File: config.mk
export PLATFORM = sky130hd
export DESIGN_NAME = ps2_rx_top
export DESIGN_NICKNAME = d
export VERILOG_FILES = /design/src/rtl/ps2_rx_pkg.sv /design/src/rtl/ps2_sync_edge.sv /design/src/rtl/ps2_frame_rx.sv /design/src/rtl/ps2_bus_regs.sv /design/src/rtl/ps2_rx_top.sv
export SDC_FILE = /design/constraint.sdc
export NUM_CORES = 1
export LEC_CHECK = 0
export ABC_AREA = 1
export BUFFER_PORTS_ARGS = -buffer_cell sky130_fd_sc_hd__clkbuf_2
export CORE_UTILIZATION = 64
export DETAILED_ROUTE_END_ITERATION = 8
export MAX_ROUTING_LAYER = met4
export PLACE_DENSITY = 0.87
export SYNTH_ARGS = -nofsm -noshare
export SYNTH_HDL_FRONTEND = slang
export SYNTH_HIERARCHICAL = 1
export SYNTH_SLANG_ARGS = --single-unit
File: constraint.sdc
create_clock -name clk -period 2.72 [get_ports clk]
set_clock_uncertainty 0.15 [all_clocks]
set_input_delay 0.272 -clock clk [delete_from_list [all_inputs] [get_ports clk]]
set_output_delay 0.272 -clock clk [all_outputs]
set_load 0.005 [all_outputs]
File: src/rtl/ps2_rx_pkg.sv
// Package: constants shared by the PS/2 receiver modules.
// Assumes an 11-bit frame with start, 8 data, parity and stop bits.
package ps2_rx_pkg;
    localparam int FRAME_BITS = 11;
    localparam int DATA_BITS  = 8;
    localparam int IDX_W      = $clog2(FRAME_BITS);

    localparam logic [IDX_W-1:0] IDX_IDLE   = IDX_W'(0);
    localparam logic [IDX_W-1:0] IDX_LAST_D = IDX_W'(DATA_BITS);
    localparam logic [IDX_W-1:0] IDX_PAR    = IDX_W'(DATA_BITS + 1);
    localparam logic [IDX_W-1:0] IDX_STOP   = IDX_W'(DATA_BITS + 2);

    localparam logic ADDR_CODE   = 1'b0;
    localparam logic ADDR_STATUS = 1'b1;

    // True when data plus the parity bit hold an odd number of ones
    function automatic logic odd_ok(input logic [DATA_BITS-1:0] d, input logic p);
        return ^{d, p};
    endfunction
endpackage

File: src/rtl/ps2_sync_edge.sv
// Synchroniser and falling-edge detector for the keyboard wires.
// Assumes both wires idle high; reset loads every stage with 1.
module ps2_sync_edge #(
    parameter int STAGES = 2
) (
    input  logic clk,
    input  logic rst_n,
    input  logic kb_clk_i,
    input  logic kb_dat_i,
    output logic dat_s,
    output logic fall
);
    logic [STAGES-1:0] clk_pipe;
    logic [STAGES-1:0] dat_pipe;
    logic              clk_prev;

    // Shift both wires through the synchroniser chains
    always_ff @(posedge clk) begin
        if (!rst_n) begin
            clk_pipe <= '1;
            dat_pipe <= '1;
            clk_prev <= 1'b1;
        end else begin
            clk_pipe <= {clk_pipe[STAGES-2:0], kb_clk_i};
            dat_pipe <= {dat_pipe[STAGES-2:0], kb_dat_i};
            clk_prev <= clk_pipe[STAGES-1];
        end
    end

    // Edge pulse and synchronised data
    assign fall  = clk_prev & ~clk_pipe[STAGES-1];
    assign dat_s = dat_pipe[STAGES-1];

    assert_fall_single_R3: assert property (@(posedge clk) disable iff (!rst_n)
        fall |=> !fall);
endmodule

File: src/rtl/ps2_frame_rx.sv
// Frame receiver: waits SETTLE_CYCLES after each falling edge, then
// samples a bit, checks framing and parity, and pulses frame_ok.
// Assumes fall is a one-cycle pulse and dat_s is already synchronised.
module ps2_frame_rx
    import ps2_rx_pkg::*;
#(
    parameter int SETTLE_CYCLES  = 8,
    parameter int TIMEOUT_CYCLES = 250000
) (
    input  logic                 clk,
    input  logic                 rst_n,
    input  logic                 fall,
    input  logic                 dat_s,
    output logic                 frame_ok,
    output logic [DATA_BITS-1:0] frame_byte,
    output logic                 active
);
    localparam int SW = $clog2(SETTLE_CYCLES + 1);
    localparam int TW = $clog2(TIMEOUT_CYCLES + 1);
    localparam logic [SW-1:0] SETTLE_LOAD = SW'(SETTLE_CYCLES - 1);
    localparam logic [TW-1:0] TIME_LIM    = TW'(TIMEOUT_CYCLES - 1);

    logic [SW-1:0]        settle_cnt;
    logic                 waiting;
    logic                 sample_now;
    logic [IDX_W-1:0]     bit_idx;
    logic [DATA_BITS-1:0] shreg;
    logic                 par_q;
    logic [TW-1:0]        tcnt;
    logic                 timeout_hit;

    assign sample_now  = waiting && (settle_cnt == '0);
    assign timeout_hit = (bit_idx != IDX_IDLE) && !fall && !sample_now && (tcnt == TIME_LIM);

    // Settle delay between a falling edge and the data sample
    always_ff @(posedge clk) begin
        if (!rst_n) begin
            waiting    <= 1'b0;
            settle_cnt <= '0;
        end else if (fall) begin
            waiting    <= 1'b1;
            settle_cnt <= SETTLE_LOAD;
        end else if (waiting) begin
            if (settle_cnt == '0) waiting <= 1'b0;
            else                  settle_cnt <= settle_cnt - 1'b1;
        end
    end

    // Bit position, shift register and frame validation
    always_ff @(posedge clk) begin
        if (!rst_n) begin
            bit_idx  <= IDX_IDLE;
            shreg    <= '0;
            par_q    <= 1'b0;
            frame_ok <= 1'b0;
        end else begin
            frame_ok <= 1'b0;
            if (sample_now) begin
                if (bit_idx == IDX_IDLE) begin
                    if (!dat_s) bit_idx <= bit_idx + 1'b1;
                end else if (bit_idx <= IDX_LAST_D) begin
                    shreg   <= {dat_s, shreg[DATA_BITS-1:1]};
                    bit_idx <= bit_idx + 1'b1;
                end else if (bit_idx == IDX_PAR) begin
                    par_q   <= dat_s;
                    bit_idx <= bit_idx + 1'b1;
                end else begin
                    bit_idx  <= IDX_IDLE;
                    frame_ok <= dat_s && odd_ok(shreg, par_q);
                end
            end else if (timeout_hit) begin
                bit_idx <= IDX_IDLE;
            end
        end
    end

    // Watchdog on the gap between edges inside a frame
    always_ff @(posedge clk) begin
        if (!rst_n) tcnt <= '0;
        else if (bit_idx == IDX_IDLE || fall || tcnt == TIME_LIM) tcnt <= '0;
        else tcnt <= tcnt + 1'b1;
    end

    assign frame_byte = shreg;
    assign active     = (bit_idx != IDX_IDLE);

    assert_busy_drop_R5: assert property (@(posedge clk) disable iff (!rst_n)
        (sample_now && bit_idx == IDX_STOP) |=> !active);
    assert_stop_one_R2: assert property (@(posedge clk) disable iff (!rst_n)
        frame_ok |-> ($past(dat_s) && $past(bit_idx) == IDX_STOP));
    assert_bad_start_R4: assert property (@(posedge clk) disable iff (!rst_n)
        (sample_now && bit_idx == IDX_IDLE && dat_s) |=> !active);
    assert_timeout_R10: assert property (@(posedge clk) disable iff (!rst_n)
        timeout_hit |=> !active);
endmodule

File: src/rtl/ps2_bus_regs.sv
// Code register, pending flag and read mux for the 8-bit bus.
// Assumes frame_ok is a one-cycle pulse; a new frame wins over a clearing read.
module ps2_bus_regs
    import ps2_rx_pkg::*;
(
    input  logic                 clk,
    input  logic                 rst_n,
    input  logic                 frame_ok,
    input  logic [DATA_BITS-1:0] frame_byte,
    input  logic                 bus_rd,
    input  logic                 bus_addr,
    output logic [7:0]           bus_rdata,
    output logic                 irq
);
    logic [DATA_BITS-1:0] code_q;
    logic                 pend_q;
    logic                 rd_code;

    assign rd_code = bus_rd && (bus_addr == ADDR_CODE);

    // Capture codes and track the pending flag
    always_ff @(posedge clk) begin
        if (!rst_n) begin
            code_q <= '0;
            pend_q <= 1'b0;
        end else if (frame_ok) begin
            code_q <= frame_byte;
            pend_q <= 1'b1;
        end else if (rd_code) begin
            pend_q <= 1'b0;
        end
    end

    // Read data selection
    always_comb begin
        if (bus_addr == ADDR_STATUS) bus_rdata = {7'b0, pend_q};
        else                         bus_rdata = code_q;
    end

    assign irq = pend_q;

    assert_irq_set_R6: assert property (@(posedge clk) disable iff (!rst_n)
        frame_ok |=> irq);
    assert_irq_clear_R7: assert property (@(posedge clk) disable iff (!rst_n)
        (rd_code && !frame_ok) |=> !irq);
    assert_status_keep_R7: assert property (@(posedge clk) disable iff (!rst_n)
        (bus_rd && bus_addr == ADDR_STATUS && irq) |=> irq);
endmodule

File: src/rtl/ps2_rx_top.sv
// Top level of the PS/2 receiver: synchroniser, frame receiver, bus registers.
// Assumes a system clock far faster than the keyboard clock.
module ps2_rx_top #(
    parameter int SETTLE_CYCLES  = 8,
    parameter int TIMEOUT_CYCLES = 250000,
    parameter int SYNC_STAGES    = 2
) (
    input  logic       clk,
    input  logic       rst_n,
    input  logic       kb_clk_i,
    input  logic       kb_dat_i,
    input  logic       bus_rd,
    input  logic       bus_addr,
    output logic [7:0] bus_rdata,
    output logic       irq,
    output logic       frame_active
);
    logic       dat_s;
    logic       fall;
    logic       frame_ok;
    logic [7:0] frame_byte;

    ps2_sync_edge #(.STAGES(SYNC_STAGES)) u_sync (
        .clk(clk), .rst_n(rst_n), .kb_clk_i(kb_clk_i), .kb_dat_i(kb_dat_i),
        .dat_s(dat_s), .fall(fall)
    );

    ps2_frame_rx #(.SETTLE_CYCLES(SETTLE_CYCLES), .TIMEOUT_CYCLES(TIMEOUT_CYCLES)) u_rx (
        .clk(clk), .rst_n(rst_n), .fall(fall), .dat_s(dat_s),
        .frame_ok(frame_ok), .frame_byte(frame_byte), .active(frame_active)
    );

    ps2_bus_regs u_regs (
        .clk(clk), .rst_n(rst_n), .frame_ok(frame_ok), .frame_byte(frame_byte),
        .bus_rd(bus_rd), .bus_addr(bus_addr), .bus_rdata(bus_rdata), .irq(irq)
    );
endmodule

Word level (Yosys, flattened, before mapping). Cells that the tools add are included.

Register bits after elaboration: 51. Output and inout bits: 10. Logic and storage cells: 69. Input port bits: 6.

$add $sub $neg: 3. Equality and inequality tests: 4. Mux-type cells: 15. Bitwise operators: 8. Reduce and logical (&&, ||, !) cells: 25. $lt $le $gt $ge: 1.

Operators with widths (count): 4-bit 2-to-1 mux (6); 18-bit by 1-bit adder with 18-bit output (second input constant) (1); 18-bit == test (second input constant) (1); 3-bit 2-to-1 mux (3); 9-bit XOR reduction (1); 4-bit logical NOT (2); 8-bit 2-to-1 mux (1); 1-bit inverter (7); 1-bit logical AND (6); 2-bit AND reduction (3); 2-bit nonzero test (3); 1-bit 2-to-1 mux (5); 5-bit OR reduction (1); 4-bit by 1-bit adder with 4-bit output (second input constant) (1); 4-bit == test (second input constant) (1); 4-bit less-or-equal comparator (second input constant) (1); 4-bit AND reduction (1); 4-bit nonzero test (1); 2-bit OR reduction (2); 4-bit by 1-bit subtractor with 4-bit output (second input constant) (1); 3-bit != test (second input constant) (1); 3-bit AND reduction (1); 1-bit logical NOT (2); 1-bit logical OR (2); 2 further kinds (2).

Depth between registers and ports, before layout.
Depth after elaboration: 8. Gate-level depth with buffers: 10. Mapped depth without buffers: 10.

Cells and area by module. Netlist, hierarchy kept.

By module, submodules not included: ps2_frame_rx (area an instance 1890.6 µm², cells an instance 253, sequential area each 740.7 µm², times used 1); ps2_bus_regs (area an instance 379.1 µm², cells an instance 58, sequential area each 180.2 µm², times used 1); ps2_sync_edge (area an instance 145.1 µm², cells an instance 17, sequential area each 100.1 µm², times used 1).

Worst setup path before layout. No wires, ideal clock.

Path kind: reg2reg. Start: reg u_rx.bit_idx[0]. End: reg u_rx.bit_idx[0]. Path buffers: 0. Period minus slack after synthesis: 1.559 ns. Stages on the path, launching flop included: 11. Path slack: 1.161 ns. Setup time: 0.113 ns. Data required time: 2.457 ns. Data arrival time: 1.296 ns. Cells stage by stage: dfxtp_1 inv_1 ha_1 nand3_2 inv_2 nor2_4 nand3_1 nand2_1 nand2_1 o21ai_1 inv_1.

Word-level cells in the longest chain between the ends: 6. Elaborated cells on any way between the ends: 16. Classes of those cells: add/sub: 1; order compare: 1; eq/ne: 2; mux: 5; reduce/logical: 7.

RTL lines: start: declaration (RTL line ps2_frame_rx.sv:26) `logic [IDX_W-1:0] bit_idx;`; start signal: assignment (RTL line ps2_frame_rx.sv:60) `if (!dat_s) bit_idx <= bit_idx + 1'b1;`; start signal: assignment (RTL line ps2_frame_rx.sv:63) `bit_idx <= bit_idx + 1'b1;`; start signal: assignment (RTL line ps2_frame_rx.sv:66) `bit_idx <= bit_idx + 1'b1;`; 4-bit nonzero test; net frame_active (RTL line ps2_rx_top.sv:16) `output logic frame_active`; 1-bit logical AND (3 in a row) (RTL line ps2_frame_rx.sv:33) `assign timeout_hit = (bit_idx != IDX_IDLE) && !fall && !sample_now && (tcnt == TIME_LIM);`; 2-bit nonzero test (no line); 2-bit AND reduction (no line).

The timed path passes the listed nets, and every way through them passes these cells. The select of a mux whose other input is x is not followed. A chain may end at the register's enable or synchronous reset.

Worst setup path after layout.
Start: reg u_rx.bit_idx[0]. End: reg u_rx.tcnt[13].

Word-level cells in the longest chain between the ends: 4.

RTL lines: 4-bit logical NOT (RTL line ps2_frame_rx.sv:80) `else if (bit_idx == IDX_IDLE || fall || tcnt == TIME_LIM) tcnt <= '0;`; 1-bit logical OR (2 in a row) (RTL line ps2_frame_rx.sv:80); 2-bit OR reduction (no line); end signal: assignment (RTL line ps2_frame_rx.sv:81) `else tcnt <= tcnt + 1'b1;`; end: declaration (RTL line ps2_frame_rx.sv:29) `logic [TW-1:0] tcnt;`.

No other way between the ends.

==> out/results.ini <==
[outcome]
status = complete, no violations

[clock_network]
cts_root_buf = clkbuf_8
clk_latency_ns = 0.30
cts_max_level = 2
cts_tree = done
clkSlewWorstSetupHoldPaths_ns = 0.09
cts_buffers = 5
clock_sinks = 51
cts.path.max_buffers = 2
cts_resized = 0

[logic_synthesis]
ys_warn_count = 6
synth-xor-area-share_pct = 2.90
ys_top_cells_by_area = dfxtp_1 (42%), nor2_1 (9.8%), nand2_1 (7.8%)
synth_top_area_share_pct = 42.3
synthAdderAreaFrac_pct = 3.11
synth_ff_type = dfxtp_1
synth_area_sq_um = 2410
synth_seq_area_share_pct = 42.3
synth_seq_cells = 51
syn-instance-count = 328
synth_compound_area_share_pct = 11.6
synthMuxAreaShare_pct = 0
synthSimpleGateAreaFrac_pct = 31.3
synth_edf_count = 0
ys_types = 33
syn_nets = 340
synthMostInstantiatedCell = nor2_1
yosys.area.top_type = dfxtp_1
synth_top_family_by_area = simple AND/OR/NAND/NOR gates
synthArstFlopShare_pct = 0
avgSynthCellArea_sq_um = 7.36
synthTopCellsByCount = nor2_1 (63), dfxtp_1 (51), nand2_1 (50), inv_1 (45), o21ai_0 (21)

[final_layout]
nFillCells = 272
fin_cells = 396
drive_gt1_share_pct = 13.1
diodes = 0
syn_to_final_growth_pct = 10.1
fin_util_pct = 76.7
nets = 361

[worst_hold_path]
hold_path.class = in -> reg

[grt]
grt.overflow.total = 0
grt_first_pass_wirelength_um = 8000
grt.total_usage_pct = 26.2
grt_max_degree = 28
grt_pass1_vias = 1913
antenna_found_initial = 0

[timing]
rsz0062_at_grt = false
tns_ns = 0
period_share_pct = 66.1
relSlewSlack_pct = 66.6
hold_viol = 0
finalSetupViolCount = 0
maxSlewViolCount = 0
tightest_slew_ns = 0.501
fin_crit_ns = 1.80
whs_ns = 0.131
fmax_ghz = 0.556

[power]
switchingPower_uw = 273
power-per-cell-area_nw_per_um2 = 495
swShare_pct = 20.7
p_leak_nw = 1.18
internal_power_mw = 1.04
p_total_mw = 1.32
p_seq_share_pct = 57.5
ir_drop_v = 0.000625
power_frac_comb_pct = 3.4
clkPwrFrac_pct = 39.1

[job]
drv_cap = 0

[drt]
drtIter0Drc = 161
drc = 0
detail_route.wirelength_um = 4320
ant_nets = 0
wl_per_cell_um = 10.9
vias = 2055
drtPass1Iterations = 4
drt-vias-per-instance = 5.19

[critical_path]
slowest_delay_ns = 0.39
reg2reg_to = u_rx/tcnt[13]$_SDFF_PP0_
cp-start-kind = flop
r2r-start = u_rx/bit_idx[0]$_SDFFE_PN0P_
path_delay_family = simple AND/OR/NAND/NOR gates
reg2reg_slack_ns = 0.92
crit_start = u_rx/bit_idx[0]$_SDFFE_PN0P_
critPathArrivalTime_ns = 1.90
worstSetupEndpoint = u_rx/tcnt[13]$_SDFF_PP0_
path_cells = inv_1 -> ha_1 -> nand3_2 -> inv_2 -> nor2_4 -> nand3_4 -> a21oi_1 -> o21a_1
r2r_cells = 8
path_buf_inv = 2
cp_slowest_cell = dfxtp_1
cp-end-kind = flop
critical_path_class = reg -> reg
worstPathRequired_ns = 2.82
worstPathMaxFanout = 18
cp.depth = 8

[floorplan]
ios = 16
die_x_um = 63.4
core_sq_um = 3470
die_h_um = 63.4
initial_utilization_pct = 69.6
rows = 21
die_area_sq_um = 4020

[place]
gp_congestion = 0.873
dp_cells = 386
hpwl_um = 3000
port_buffers = 15

## cells by family (layout without fill, tap and decap cells)
kind of cell               count (synthesis)  in the layout
buffers and inverters                     54             76
AOI/OAI and AO/OA                         50             50
adders and majority gates                  6              6
xor gates and xnor gates                   8              8
and+or+nand+nor                          159            159
DFF                                       51             51
## worst register-to-register path, cell delays in order, from the launching register on
cell	delay [ns]
dfxtp_1	0.39
inv_1	0.09
ha_1	0.24
nand3_2	0.14
inv_2	0.07
nor2_4	0.11
nand3_4	0.21
a21oi_1	0.20
o21a_1	0.14
## power groups by stage
stage,registers [mW],logic [mW],clock network [mW]
6_report,0.756,0.0446,0.515
5_1_grt,0.757,0.0514,0.556
4_1_cts,0.756,0.0445,0.531
3_5_place_dp,0.774,0.0422,0
3_3_place_gp,0.774,0.0410,0
2_1_floorplan,0.773,0.0304,0
## placed cells by master, fill, tap and decap left out, drive strengths merged
cell type / count
nor2: 70
nand2: 52
dfxtp: 51
inv: 51
o21ai: 23
a21oi: 20
clkbuf: 20
nand3: 17
xnor2: 6
ha: 6
nand4: 5
nor3: 5
or2: 5
o21a: 3
dlygate4sd3: 2
xor2: 2
nor4: 2
nor3b: 2
clkinv: 2
bufinv: 1
o211ai: 1
nand3b: 1
a311oi: 1
o21bai: 1
a211oi: 1
## sequential cells by signal, indices dropped and copies added, names as in the netlist, 2 cells and up
signal           flops
u_sync/dat_pipe      2
u_rx/tcnt           18
u_rx/bit_idx         4
u_rx/frame_byte      8
u_rx/settle_cnt      4
u_sync/clk_pipe      2
u_regs/code_q        8
## routing by layer
metal	GRT usage, %	routed length, um	up-vias
li1	-	-	1080
met1	31.0	2050	927
met2	43.0	2050	42
met3	6.52	157	6
met4	9.09	63	0
met5	-	0	-
## final cells by class
class / count / area [sq um] / area share (%)
multi-input cells: 223 / 1180 / 44.4
flip-flops and latches: 51 / 1020 / 38.4
clock inverters: 3 / 43.8 / 1.65
well taps: 46 / 57.6 / 2.16
inverters: 51 / 191 / 7.20
clock buffers: 5 / 68.8 / 2.59
repair buffers: 17 / 95.1 / 3.58
## repair_timing
item                      CTS  global route
buffers inserted            0             0
hold endpoints to repair    2             0
hold buffers                2             0
## worst min path at each step
stage | from | end | slack (ns) | cells past startpoint
3_5_place_dp | u_sync/dat_pipe[0]$_SDFF_PN1_ | u_sync/dat_pipe[1]$_SDFF_PN1_ | 0.24 | 2
2_1_floorplan | rst_n | u_sync/clk_pipe[0]$_SDFF_PN1_ | 0.19 | 1
3_3_place_gp | u_sync/dat_pipe[0]$_SDFF_PN1_ | u_sync/dat_pipe[1]$_SDFF_PN1_ | 0.23 | 2
6_report | bus_rd | u_regs/irq$_SDFFE_PN0P_ | 0.13 | 4
5_1_grt | bus_rd | u_regs/irq$_SDFFE_PN0P_ | 0.15 | 4
4_1_cts | bus_rd | u_regs/irq$_SDFFE_PN0P_ | 0.13 | 4
## metrics by stage
| stage | area [sq um] | worst slack, ns |
|---|---|---|
| 2_1_floorplan | 2410 | 1.16 |
| 5_1_grt | 2660 | 0.735 |
| 3_5_place_dp | 2530 | 0.956 |
| 4_1_cts | 2660 | 0.904 |
| 6_report | 2660 | 0.921 |
| 3_3_place_gp | 2530 | 1.02 |
(Power assumes the default switching activity.)
